<file path="src/rtl/gfx_bank_pkg.sv">
package gfx_bank_pkg;
  localparam int NUM_BANK_REGS = 6;
  localparam int CTRL_OFF      = 6;
  localparam int UNIT_OFF_W    = 10;  // 1 KiB
  localparam int SLOT_W        = 3;   // 8 slots of 1 KiB
  localparam int NUM_SLOTS     = 1 << SLOT_W;
  localparam int BYTE_W        = 8;

  typedef logic [BYTE_W-1:0] bank_byte_t;

  typedef struct packed {
    logic mode;
    logic mirror_vert;
  } gfx_ctrl_t;
endpackage

</file>
<file path="src/rtl/gfx_bank_regs.sv">
module gfx_bank_regs
  import gfx_bank_pkg::*;
#(
  parameter int          CPU_AW   = 16,
  parameter logic [15:0] REG_BASE = 16'h7EF0
) (
  input  logic                                clk_i,
  input  logic                                rst_ni,
  input  logic [CPU_AW-1:0]                   cpu_addr_i,
  input  bank_byte_t                          cpu_data_i,
  input  logic                                cpu_we_i,
  output logic [NUM_BANK_REGS-1:0][BYTE_W-1:0] banks_o,
  output gfx_ctrl_t                           ctrl_o
);
  logic [CPU_AW-1:0] off;
  assign off = cpu_addr_i - CPU_AW'(REG_BASE);

  for (genvar k = 0; k < NUM_BANK_REGS; k++) begin : g_bank
    always_ff @(posedge clk_i or negedge rst_ni) begin
      if (!rst_ni)                                banks_o[k] <= '0;
      else if (cpu_we_i && off == CPU_AW'(k))     banks_o[k] <= cpu_data_i;
    end
  end

  always_ff @(posedge clk_i or negedge rst_ni) begin
    if (!rst_ni) ctrl_o <= '0;
    else if (cpu_we_i && off == CPU_AW'(CTRL_OFF)) begin
      ctrl_o.mirror_vert <= cpu_data_i[0];
      ctrl_o.mode        <= cpu_data_i[1];
    end
  end
endmodule

</file>
<file path="src/rtl/gfx_slot_sel.sv">
module gfx_slot_sel
  import gfx_bank_pkg::*;
(
  input  logic [NUM_BANK_REGS-1:0][BYTE_W-1:0] banks_i,
  input  logic                                mode_i,
  input  logic [SLOT_W-1:0]                   slot_i,
  output bank_byte_t                          bank_o
);
  bank_byte_t slot_bank [NUM_SLOTS];

  for (genvar s = 0; s < NUM_SLOTS; s++) begin : g_slot
    localparam int  HALF = s / 4;
    localparam int  PAIR = (s / 2) % 2;
    localparam int  QUAD = s % 4;
    localparam logic SUB = 1'(s % 2);
    always_comb begin
      // half holding the 2 KiB regions is the one whose index equals mode
      if (mode_i == 1'(HALF)) slot_bank[s] = {banks_i[PAIR][BYTE_W-1:1], SUB};
      else                    slot_bank[s] = banks_i[2 + QUAD];
    end
  end

  assign bank_o = slot_bank[slot_i];
endmodule

</file>
<file path="src/rtl/gfx_unit_wrap.sv">
module gfx_unit_wrap
  import gfx_bank_pkg::*;
#(
  parameter int NUM_UNITS = 256,
  localparam int UNIT_AW  = $clog2(NUM_UNITS)
) (
  input  bank_byte_t         bank_i,
  output logic [UNIT_AW-1:0] unit_o
);
  if ((NUM_UNITS & (NUM_UNITS - 1)) == 0) begin : g_pow2
    assign unit_o = UNIT_AW'(bank_i);
  end else begin : g_mod
    assign unit_o = UNIT_AW'(32'(bank_i) % NUM_UNITS);
  end
endmodule

</file>
<file path="src/rtl/gfx_bank_xlat.sv">
module gfx_bank_xlat
  import gfx_bank_pkg::*;
#(
  parameter int          CPU_AW    = 16,
  parameter logic [15:0] REG_BASE  = 16'h7EF0,
  parameter int          NUM_UNITS = 256,
  localparam int         UNIT_AW   = $clog2(NUM_UNITS),
  localparam int         GFX_AW    = UNIT_AW + UNIT_OFF_W
) (
  input  logic                               clk_i,
  input  logic                               rst_ni,
  input  logic [CPU_AW-1:0]                  cpu_addr_i,
  input  logic [BYTE_W-1:0]                  cpu_data_i,
  input  logic                               cpu_we_i,
  input  logic [SLOT_W+UNIT_OFF_W-1:0]       ppu_addr_i,
  output logic [GFX_AW-1:0]                  gfx_addr_o,
  output logic                               mirror_vert_o
);
  logic [NUM_BANK_REGS-1:0][BYTE_W-1:0] banks;
  gfx_ctrl_t                           ctrl;
  bank_byte_t                          sel_bank;
  logic [UNIT_AW-1:0]                  unit;

  gfx_bank_regs #(.CPU_AW(CPU_AW), .REG_BASE(REG_BASE)) regs_i (
    .clk_i, .rst_ni, .cpu_addr_i, .cpu_data_i, .cpu_we_i,
    .banks_o(banks), .ctrl_o(ctrl)
  );

  gfx_slot_sel sel_i (
    .banks_i(banks), .mode_i(ctrl.mode),
    .slot_i(ppu_addr_i[SLOT_W+UNIT_OFF_W-1:UNIT_OFF_W]), .bank_o(sel_bank)
  );

  gfx_unit_wrap #(.NUM_UNITS(NUM_UNITS)) wrap_i (
    .bank_i(sel_bank), .unit_o(unit)
  );

  assign gfx_addr_o    = {unit, ppu_addr_i[UNIT_OFF_W-1:0]};
  assign mirror_vert_o = ctrl.mirror_vert;
endmodule

</file>
<file path="config.mk">
export PLATFORM = sky130hd
export DESIGN_NAME = gfx_bank_xlat
export DESIGN_NICKNAME = d
export VERILOG_FILES = /design/src/rtl/gfx_bank_pkg.sv /design/src/rtl/gfx_bank_regs.sv /design/src/rtl/gfx_slot_sel.sv /design/src/rtl/gfx_unit_wrap.sv /design/src/rtl/gfx_bank_xlat.sv
export SDC_FILE = /design/constraint.sdc
export NUM_CORES = 1
export LEC_CHECK = 0
export BUFFER_PORTS_ARGS = -buffer_cell sky130_fd_sc_hd__buf_2
export CAP_MARGIN = 20
export CORE_MARGIN = 5
export CORE_UTILIZATION = 53
export DETAILED_ROUTE_END_ITERATION = 7
export PLACE_DENSITY = 0.9
export SETUP_SLACK_MARGIN = 0.1
export SKIP_LAST_GASP = 1
export SLEW_MARGIN = 20
export SYNTH_ARGS = -nofsm -noshare
export SYNTH_HDL_FRONTEND = slang
export SYNTH_SLANG_ARGS = --single-unit
export TNS_END_PERCENT = 100
</file>
<file path="constraint.sdc">
create_clock -name clk_i -period 1.9 [get_ports clk_i]
set_input_delay 0.19 -clock clk_i [delete_from_list [all_inputs] [get_ports clk_i]]
set_output_delay 0.19 -clock clk_i [all_outputs]
set_load 0.03 [all_outputs]
</file>
==> flow_summary.ini, run 1 <==
[power_and_ir_drop]
power-per-cell-area_nw_per_um2 = 612
power.switching_fraction_pct = 23.0
leakagePower_nw = 1.44
clockPowerShare_pct = 33.3
vdd_ir_drop_max_v = 0.000364
internal_power_w = 0.00132
comb_power_share_pct = 7.2
seq_power_share_pct = 59.5
power_switching_w = 0.000395

[worst_setup_path]
worstSetupPathType = in2reg
crit_buf_inv = 3
timing.reg2reg.worst_path_depth = 1
cp_slowest_stage_delay_ns = 0.57
end_kind = flop
crit_slowest_cell = or4_4
crit_required_ns = 2.08
critical_path.max_fanout = 7
critical_path_arrival_ns = 1.93
worst_path_dominant_cell_family = simple AND/OR/NAND/NOR gates
chain_of_cells_forming_the_critical_path = buf_2, nand2b_4, or4_4, buf_4, nor4b_4, buf_12, mux2_2
worstSetupPathDepth = 7
start_kind = input pin

[yosys]
leading_cell_types_by_total_area_after_synthesis = dfrtp_1 51%, mux2_2 19%, mux4_2 6.6%
synth_register_bits = 48
synth_top_family_by_area = multiplexers
xor_xnor_share_of_the_synthesized_area_pct = 0.369
postSynthNetCount = 203
post_synth_mux_area_share_pct = 34.5
synth-adder-area-share_pct = 0
synth-seq-area-share_pct = 50.6
synth_area_leader_cell = dfrtp_1
synth_compound_gate_area_share_pct = 1.69
synth.yosys.warnings = 0
async_reset_ff_share_pct = 100
synth_largest_type_area_fraction_pct = 50.6
syn_avg_cell_area_sq_um = 14.6
simple_gate_portion_of_the_synthesized_area_pct = 7.64
number_of_distinct_library_cells_after_synthesis = 24
synth-edff-count = 0
ys.flop_type = dfrtp_1
most_frequently_used_cell_type_in_the_post_synthesis_netlist = dfrtp_1
synth.cells.most_frequent = 48 x dfrtp_1, 41 x mux2_2, 11 x nand2_1, 10 x buf_4
syn_area_sq_um = 2370
post_synth_inst_count = 163

[timing]
fmax_mhz = 572
finalHoldWorstSlack_ns = 0.196
final-setup-viol-count = 0
final_period_demand_of_the_worst_path_ns = 1.75
timing.final.max_slew_violations = 0
rsz0062_at_grt = true
slew_at_the_pin_closest_to_its_max_slew_limit_ns = 0.526
hold_viol_final = 0
relSlewSlack_pct = 64.9
finClkSkew_ns = 0
period_share_pct = 92.0

[clock_network]
clk_path_buf_depth = 2
cts_buffers = 5
clock_tree.htree_level_count = 2
cts_root_buffer = clkbuf_8
clkTransAtPathRegs_ns = 0.08
cts_tree = yes
clock_sink_count = 48
insertion_delay_to_the_later_sink_of_the_worst_skew_pair_ns = 0.29

[floorplanning]
num_io_pins = 59
chipWidth_um = 76.9
number_of_placement_rows = 24
die-area_sq_um = 5920
core_area_sq_um = 4350
floorplan.die.height_um = 76.9
initial_standard_cell_utilization_of_the_core_pct = 54.5

[routing]
drt-pass1-iter-count = 4
wl_per_cell_um = 18.6
detailroute.via_count = 1444
vias_per_cell = 5.60
drc = 0
final_antenna_net_count = 0
initialDrtViolationCount = 51
wirelength_routed_mm = 4.80

[global_route]
gr-total-overflow = 0
largest_net_degree_at_the_start_of_global_routing = 27
grt_antenna_before_repair = 0
grt_pass1_wl_mm = 8.04
track_usage_pct = 17.1
number_of_global_route_vias_before_repair = 1556

[cells_and_area]
fraction_of_layout_cells_with_a_size_suffix_above_1_pct = 59.2
fillCellCount = 319
nNetsFinal = 246
syn_to_final_growth_pct = 18.0
multi_input_area_sq_um = 1110
final_cell_area_sq_um = 2800
final_cell_count_no_fill = 258
antenna_cells = 0
layout.area.seq_sq_um = 1200

[min_path]
min_path_cells = 2
hold_class = in2reg

[place]
port_buffers = 38
routabilityCongestion = 0.733
detailed_place_hpwl_mm = 3.57
placed_cells = 249
placement.cell_area_sq_um = 2700

[run_status]
run_status = completed

[job]
drv.max_cap_violation_count = 0
==> final cells by class <==
cell class	count	area share [%]
Tap cell	52	2.32
Sequential cell	48	42.9
Timing Repair Buffer	54	12.3
Clock buffer	6	2.59
Clock inverter	1	0.179
Multi-Input combinational cell	96	39.6
Inverter	1	0.134
==> power groups by stage <==
stage / clock network, W / registers, W / logic, W
floorplan: 0 / 0.00104 / 0.0000803
global placement: 0 / 0.00104 / 0.000120
detailed placement: 0 / 0.00104 / 0.000124
CTS: 0.000583 / 0.00102 / 0.000126
global route: 0.000642 / 0.00102 / 0.000137
finish: 0.000571 / 0.00102 / 0.000124
==> final timing paths <==
check	endpoint	slack [ns]	start
max reg2reg	regs_i.banks_o[14]	1.12	regs_i.banks_o[14]
max in group asynchronous	regs_i.banks_o[33]	0.98	rst_ni
min in group asynchronous	regs_i.banks_o[4]	0.39	rst_ni
min	regs_i.banks_o[19]	0.20	cpu_data_i[3]
max	regs_i.banks_o[10]	0.15	cpu_addr_i[8]
min reg2reg	regs_i.banks_o[44]	0.51	regs_i.banks_o[44]
==> cells in the final DEF (no fill, tap or decap), drive strengths merged <==
cell | netlist | final
inv | 1 | 1
nand4 | 1 | 1
nand2 | 11 | 11
clkbuf | 5 | 6
o21ai | 8 | 8
or4 | 1 | 1
dfrtp | 48 | 48
nand4bb | 1 | 1
buf | 13 | 53
nor3 | 1 | 1
mux4 | 7 | 7
xor2 | 1 | 1
clkinv | 0 | 1
nand2b | 1 | 1
nor4b | 1 | 1
nor4 | 2 | 2
mux2 | 49 | 49
mux2i | 8 | 8
or4b | 2 | 2
dlygate4sd3 | 0 | 1
nand4b | 2 | 2
==> registers in the layout, indices dropped and copies added, names as in the netlist <==
register        cells
regs_i.banks_o     46
regs_i.ctrl_o       2
==> per-layer routing <==
| layer | vias to the layer above | global-route usage [%] | wire length [um] |
|---|---|---|---|
| met5 | - | 0 | 0 |
| li1 | 676 | - | - |
| met4 | 0 | 5.42 | 68 |
| met3 | 7 | 5.50 | 318 |
| met1 | 710 | 23.1 | 2180 |
| met2 | 51 | 26.1 | 2240 |
==> kinds of logic (layout without fill, tap and decap cells) <==
family,after synthesis,after routing
muxes,64,64
buffers and inverters,19,62
AOI/OAI and AO/OA,8,8
and+or+nand+nor,23,23
DFF,48,48
xor gates and xnor gates,1,1
==> repair_timing <==
action / CTS / global route
hold endpoints to repair: 22 / 0
gates resized for setup: 0 / 2
setup buffers: 0 / 1
endpoints found under the setup margin: 0 / 8
hold buffers: 1 / 0
==> per-stage QoR <==
| stage | power, W | util (%) | TNS, ns | setup WS (ns) |
|---|---|---|---|---|
| floorplan | 0.00112 | - | -1.44 | -0.119 |
| global placement | 0.00116 | 62.0 | -3.08 | -0.137 |
| detailed placement | 0.00117 | 62.0 | -4.00 | -0.184 |
| CTS | 0.00173 | 64.0 | 0 | 0.140 |
| global route | 0.00180 | 64.4 | 0 | 0.0835 |
| finish | 0.00172 | 64.4 | 0 | 0.152 |
Power figures use the tool's default switching activity.
==> run 2, diff against run 1 <==
- CORE_ASPECT_RATIO: unset -> 1.1
==> flow_summary.ini, run 2 (synthesis gave the netlist of run 1 again) <==
[clock_network]
insertion_delay_to_the_later_sink_of_the_worst_skew_pair_ns = 0.30
cts_buffers = 5
cts_root_buffer = clkbuf_8
clkTransAtPathRegs_ns = 0.09
clock_tree.htree_level_count = 2
cts_tree = yes
clock_sink_count = 48
clk_path_buf_depth = 2

[worst_setup_path]
worst_r2r_end = regs_i.banks_o[9]
reg2reg_setup_slack_ns = 1.12
start_kind = input pin
end_kind = flop
critical_path.reg2reg.startpoint = regs_i.banks_o[9]
crit_slowest_cell = or4_4
crit_required_ns = 2.09
chain_of_cells_forming_the_critical_path = buf_2, nand2b_4, or4_4, buf_4, nor4b_4, buf_12, mux2_2
cp_slowest_stage_delay_ns = 0.55
critical_path_arrival_ns = 1.91
worstSetupPathType = in2reg
timing.reg2reg.worst_path_depth = 1
critical_path.max_fanout = 7

[cells_and_area]
nNetsFinal = 245
utilization_pct = 65.1
fraction_of_layout_cells_with_a_size_suffix_above_1_pct = 59.7
final_cell_area_sq_um = 2810
final_cell_mix = 48 x dfrtp_1, 37 x buf_2, 28 x mux2_2
layout.cells.most_common = dfrtp_1
reg_top3 = regs_i.banks_o (46), regs_i.ctrl_o (2)
largest_register_ff_count = 46
syn_to_final_growth_pct = 18.4
top_register = regs_i.banks_o
antenna_cells = 0

[min_path]
min_path_cells = 2
hold_start = cpu_data_i[3]
hold_class = in2reg
holdPathEnd = regs_i.banks_o[19]

[place]
routabilityCongestion = 0.727
port_buffers = 38
detailed_place_hpwl_mm = 3.57
placement.cell_area_sq_um = 2690

[timing]
final_period_demand_of_the_worst_path_ns = 1.72
timing.final.max_slew_violations = 0
relSlewSlack_pct = 65.2
slew_at_the_pin_closest_to_its_max_slew_limit_ns = 0.522
hold_viol_final = 0
finClkSkew_ns = 0
fin_tns_setup_ns = 0
fmax_mhz = 581
rsz0062_at_grt = false
period_share_pct = 90.5
final-setup-viol-count = 0

[global_route]
grt_antenna_before_repair = 0
grt_pass1_wl_mm = 8.07
largest_net_degree_at_the_start_of_global_routing = 27
number_of_global_route_vias_before_repair = 1580
gr-total-overflow = 0
track_usage_pct = 18.3

[power_and_ir_drop]
leakagePower_nw = 1.44
seq_power_share_pct = 57.7
clockPowerShare_pct = 35.2
power.switching_fraction_pct = 23.0
power-per-cell-area_nw_per_um2 = 629
vdd_ir_drop_max_v = 0.000354
internal_power_w = 0.00136
power_switching_w = 0.000407
comb_power_share_pct = 7.1

[floorplanning]
die-area_sq_um = 5920
number_of_placement_rows = 25
chipWidth_um = 73.8
num_io_pins = 59
initial_standard_cell_utilization_of_the_core_pct = 55.0
core_area_sq_um = 4320
floorplan.die.height_um = 80.2

[job]
drv.max_cap_violation_count = 0

[routing]
detailroute.via_count = 1467
wirelength_routed_mm = 4.86
vias_per_cell = 5.64
drt-pass1-iter-count = 4
final_antenna_net_count = 0
drc = 0
wl_per_cell_um = 18.7
initialDrtViolationCount = 28

[run_status]
run_status = completed
-- run 2: layout make-up --
cell class,count,area [sq um]
Clock inverter,2,10.0
Tap cell,54,67.6
Sequential cell,48,1200
Fill cell,312,1510
Inverter,1,3.75
Timing Repair Buffer,53,337
Clock buffer,6,82.6
Multi-Input combinational cell,96,1110
-- run 2: worst max-delay path by stage --
| stage | depth (start not counted) | slack (ns) | from | end |
|---|---|---|---|---|
| 6_report | 7 | 0.18 | cpu_addr_i[8] | regs_i.banks_o[10] |
| 5_1_grt | 5 | 0.11 | regs_i.ctrl_o[1] | gfx_addr_o[10] |
| 4_1_cts | 5 | 0.15 | regs_i.ctrl_o[1] | gfx_addr_o[10] |
| 3_5_place_dp | 7 | -0.16 | cpu_addr_i[3] | regs_i.banks_o[10] |
| 3_3_place_gp | 5 | -0.12 | cpu_addr_i[8] | regs_i.banks_o[21] |
| 2_1_floorplan | 6 | -0.12 | cpu_addr_i[8] | regs_i.banks_o[16] |
-- run 2: power groups by stage --
stage / registers, W / clock network (W) / logic [W]
2_1_floorplan: 0.00104 / 0 / 0.0000803
3_3_place_gp: 0.00104 / 0 / 0.000117
3_5_place_dp: 0.00104 / 0 / 0.000122
4_1_cts: 0.00102 / 0.000637 / 0.000124
5_1_grt: 0.00102 / 0.000667 / 0.000140
6_report: 0.00102 / 0.000623 / 0.000125
-- run 2: critical path, delay by kind of cell --
family	cells	cell delay, ns
simple gates	3	0.94
mux	1	0.34
buf+inv	3	0.45
-- run 2: repair_timing --
item	CTS	global route
buffers inserted	0	2
gates resized for setup	0	2
endpoints found under the hold margin	22	0
hold buffers	1	0
setup endpoints to repair	0	2
-- run 2: metal layers --
layer  track usage, %  wire, um  vias to the layer above
met5                0         0                        -
met4             4.35        39                        0
met3             4.88       309                        4
met2             31.6      2560                       46
met1             22.5      1950                      744
li1                 -         -                      673
-- run 2: per-stage QoR --
step                total power [W]  worst slack, ns  instances  hold WS [ns]
finish                      0.00177            0.180        260         0.187
global route                0.00183            0.107        260         0.197
CTS                         0.00178            0.151        258         0.182
detailed placement          0.00116           -0.163        249         0.194
global placement            0.00116           -0.119        249         0.194
floorplan                   0.00112           -0.119        163        -0.106
==> run 3, diff against run 2 <==
- CORE_ASPECT_RATIO: 1.1 -> 1.75
==> flow_summary.ini, run 3 (synthesis gave the netlist of run 1 again) <==
[worst_setup_path]
start_kind = input pin
critical_path.reg2reg.startpoint = regs_i.banks_o[27]
worst_r2r_end = regs_i.banks_o[27]
critical_path.endpoint = regs_i.banks_o[19]
end_kind = flop
reg2reg_setup_slack_ns = 1.11
crit_required_ns = 2.09
setup.worst_path.start = cpu_addr_i[3]
worstSetupPathType = in2reg
timing.reg2reg.worst_path_depth = 1
critical_path.max_fanout = 8
critical_path_arrival_ns = 1.91

[place]
placement.cell_area_sq_um = 2640
port_buffers = 38
placed_cells = 244
detailed_place_hpwl_mm = 3.58
routabilityCongestion = 0.757

[global_route]
met2_usage_pct = 33.5
largest_net_degree_at_the_start_of_global_routing = 26
globalRoute.busiestLayer = met2
track_usage_pct = 19.5
gr-total-overflow = 0
groute.layer.met3.usage_pct = 3.67
grt_antenna_before_repair = 0
grt_pass1_wl_mm = 8.60
global_route.usage.met1_pct = 22.0
number_of_global_route_vias_before_repair = 1733

[floorplanning]
number_of_placement_rows = 32
num_io_pins = 59
core_area_sq_um = 4360
die-area_sq_um = 5970
chipWidth_um = 60.6
floorplan.die.height_um = 98.6
initial_standard_cell_utilization_of_the_core_pct = 54.4

[min_path]
hold_class = in2reg
min_path_cells = 2

[cells_and_area]
final_cell_area_sq_um = 2750
largest_register_ff_count = 46
fraction_of_layout_cells_with_a_size_suffix_above_1_pct = 58.4
reg_top3 = regs_i.banks_o (46), regs_i.ctrl_o (2)
fillCellCount = 315
final_cell_mix = 48 x dfrtp_1, 37 x buf_2, 28 x mux2_2
final_cell_count_no_fill = 253
utilization_pct = 63.1
top_register = regs_i.banks_o
syn_to_final_growth_pct = 16.0
layout.cells.most_common = dfrtp_1
nNetsFinal = 241
antenna_cells = 0

[clock_network]
insertion_delay_to_the_later_sink_of_the_worst_skew_pair_ns = 0.30
cts_tree = yes
clock_tree.htree_level_count = 2
cts_buffers = 5
clock_sink_count = 48
clk_path_buf_depth = 2
clkTransAtPathRegs_ns = 0.08
cts_root_buffer = clkbuf_8

[power_and_ir_drop]
leakagePower_nw = 1.41
comb_power_share_pct = 6.7
seq_power_share_pct = 57.9
power-per-cell-area_nw_per_um2 = 640
internal_power_w = 0.00136
clockPowerShare_pct = 35.4
power.switching_fraction_pct = 22.8
total_power_w = 0.00176
power_switching_w = 0.000402
vdd_ir_drop_max_v = 0.000687

[timing]
hold_viol_final = 0
finClkSkew_ns = 0
timing.final.max_slew_violations = 0
period_share_pct = 90.9
relSlewSlack_pct = 63.9
rsz0062_at_grt = true
final_period_demand_of_the_worst_path_ns = 1.73
slew_at_the_pin_closest_to_its_max_slew_limit_ns = 0.542
final-setup-viol-count = 0
fmax_mhz = 579
finalHoldWorstSlack_ns = 0.191

[job]
drv.max_cap_violation_count = 0

[routing]
drt-pass1-iter-count = 4
vias_per_cell = 5.79
final_antenna_net_count = 0
wl_per_cell_um = 19.8
drc = 0
initialDrtViolationCount = 23
detailroute.via_count = 1464
wirelength_routed_mm = 5.00

[run_status]
run_status = completed
[run 3: power groups by stage]
stage / clock, W / combinational [W] / sequential (W)
after CTS: 0.000638 / 0.000119 / 0.00102
after floorplan: 0 / 0.0000803 / 0.00104
after global routing: 0.000677 / 0.000132 / 0.00102
after detailed placement: 0 / 0.000117 / 0.00104
final: 0.000624 / 0.000118 / 0.00102
after global placement: 0 / 0.000113 / 0.00104
[run 3: through the flow]
| step | setup slack, ns | TNS [ns] |
|---|---|---|
| detailed placement | -0.113 | -2.61 |
| finish | 0.173 | 0 |
| floorplan | -0.119 | -1.44 |
| global route | 0.0659 | 0 |
| CTS | 0.113 | 0 |
| global placement | -0.0980 | -1.84 |
[run 3: cell type report]
cell class | count | area (sq um) | share of cell area [%]
flip-flops and latches | 48 | 1200 | 43.6
multi-input cells | 96 | 1110 | 40.3
repair buffers | 49 | 282 | 10.2
clock buffers | 7 | 86.3 | 3.13
well taps | 51 | 63.8 | 2.32
clock inverters | 1 | 7.51 | 0.273
inverters | 1 | 3.75 | 0.136
[run 3: routing by layer]
metal  vias up  part of all wire [%]  routed length (um)
met1       741                    36                1780
met5         -                     0                   0
li1        659                     -                   -
met3        14                   5.8                 289
met2        50                    56                2790
met4         0                   2.7                 133
[run 3: how the worst min path moves through the flow]
stage                   from                 end  slack, ns
6_report       cpu_data_i[2]  regs_i.banks_o[34]       0.19
5_1_grt        cpu_data_i[0]  regs_i.banks_o[16]       0.19
4_1_cts        cpu_data_i[2]  regs_i.banks_o[34]       0.19
3_5_place_dp          rst_ni    regs_i.ctrl_o[1]       0.20
3_3_place_gp          rst_ni    regs_i.ctrl_o[1]       0.19
2_1_floorplan         rst_ni  regs_i.banks_o[10]      -0.11
[run 3: critical path, stage by stage]
cell and delay, ns:
buf_2 0.10, nand4b_1 0.17, or4_4 0.50, or4b_4 0.62, mux2_4 0.34
[run 3: what timing repair did]
item | in CTS | in global routing
hold buffers | 1 | 0
resized for setup | 0 | 3
setup buffers | 0 | 0
endpoints found under the setup margin | 0 | 1
hold endpoints to repair | 24 | 0
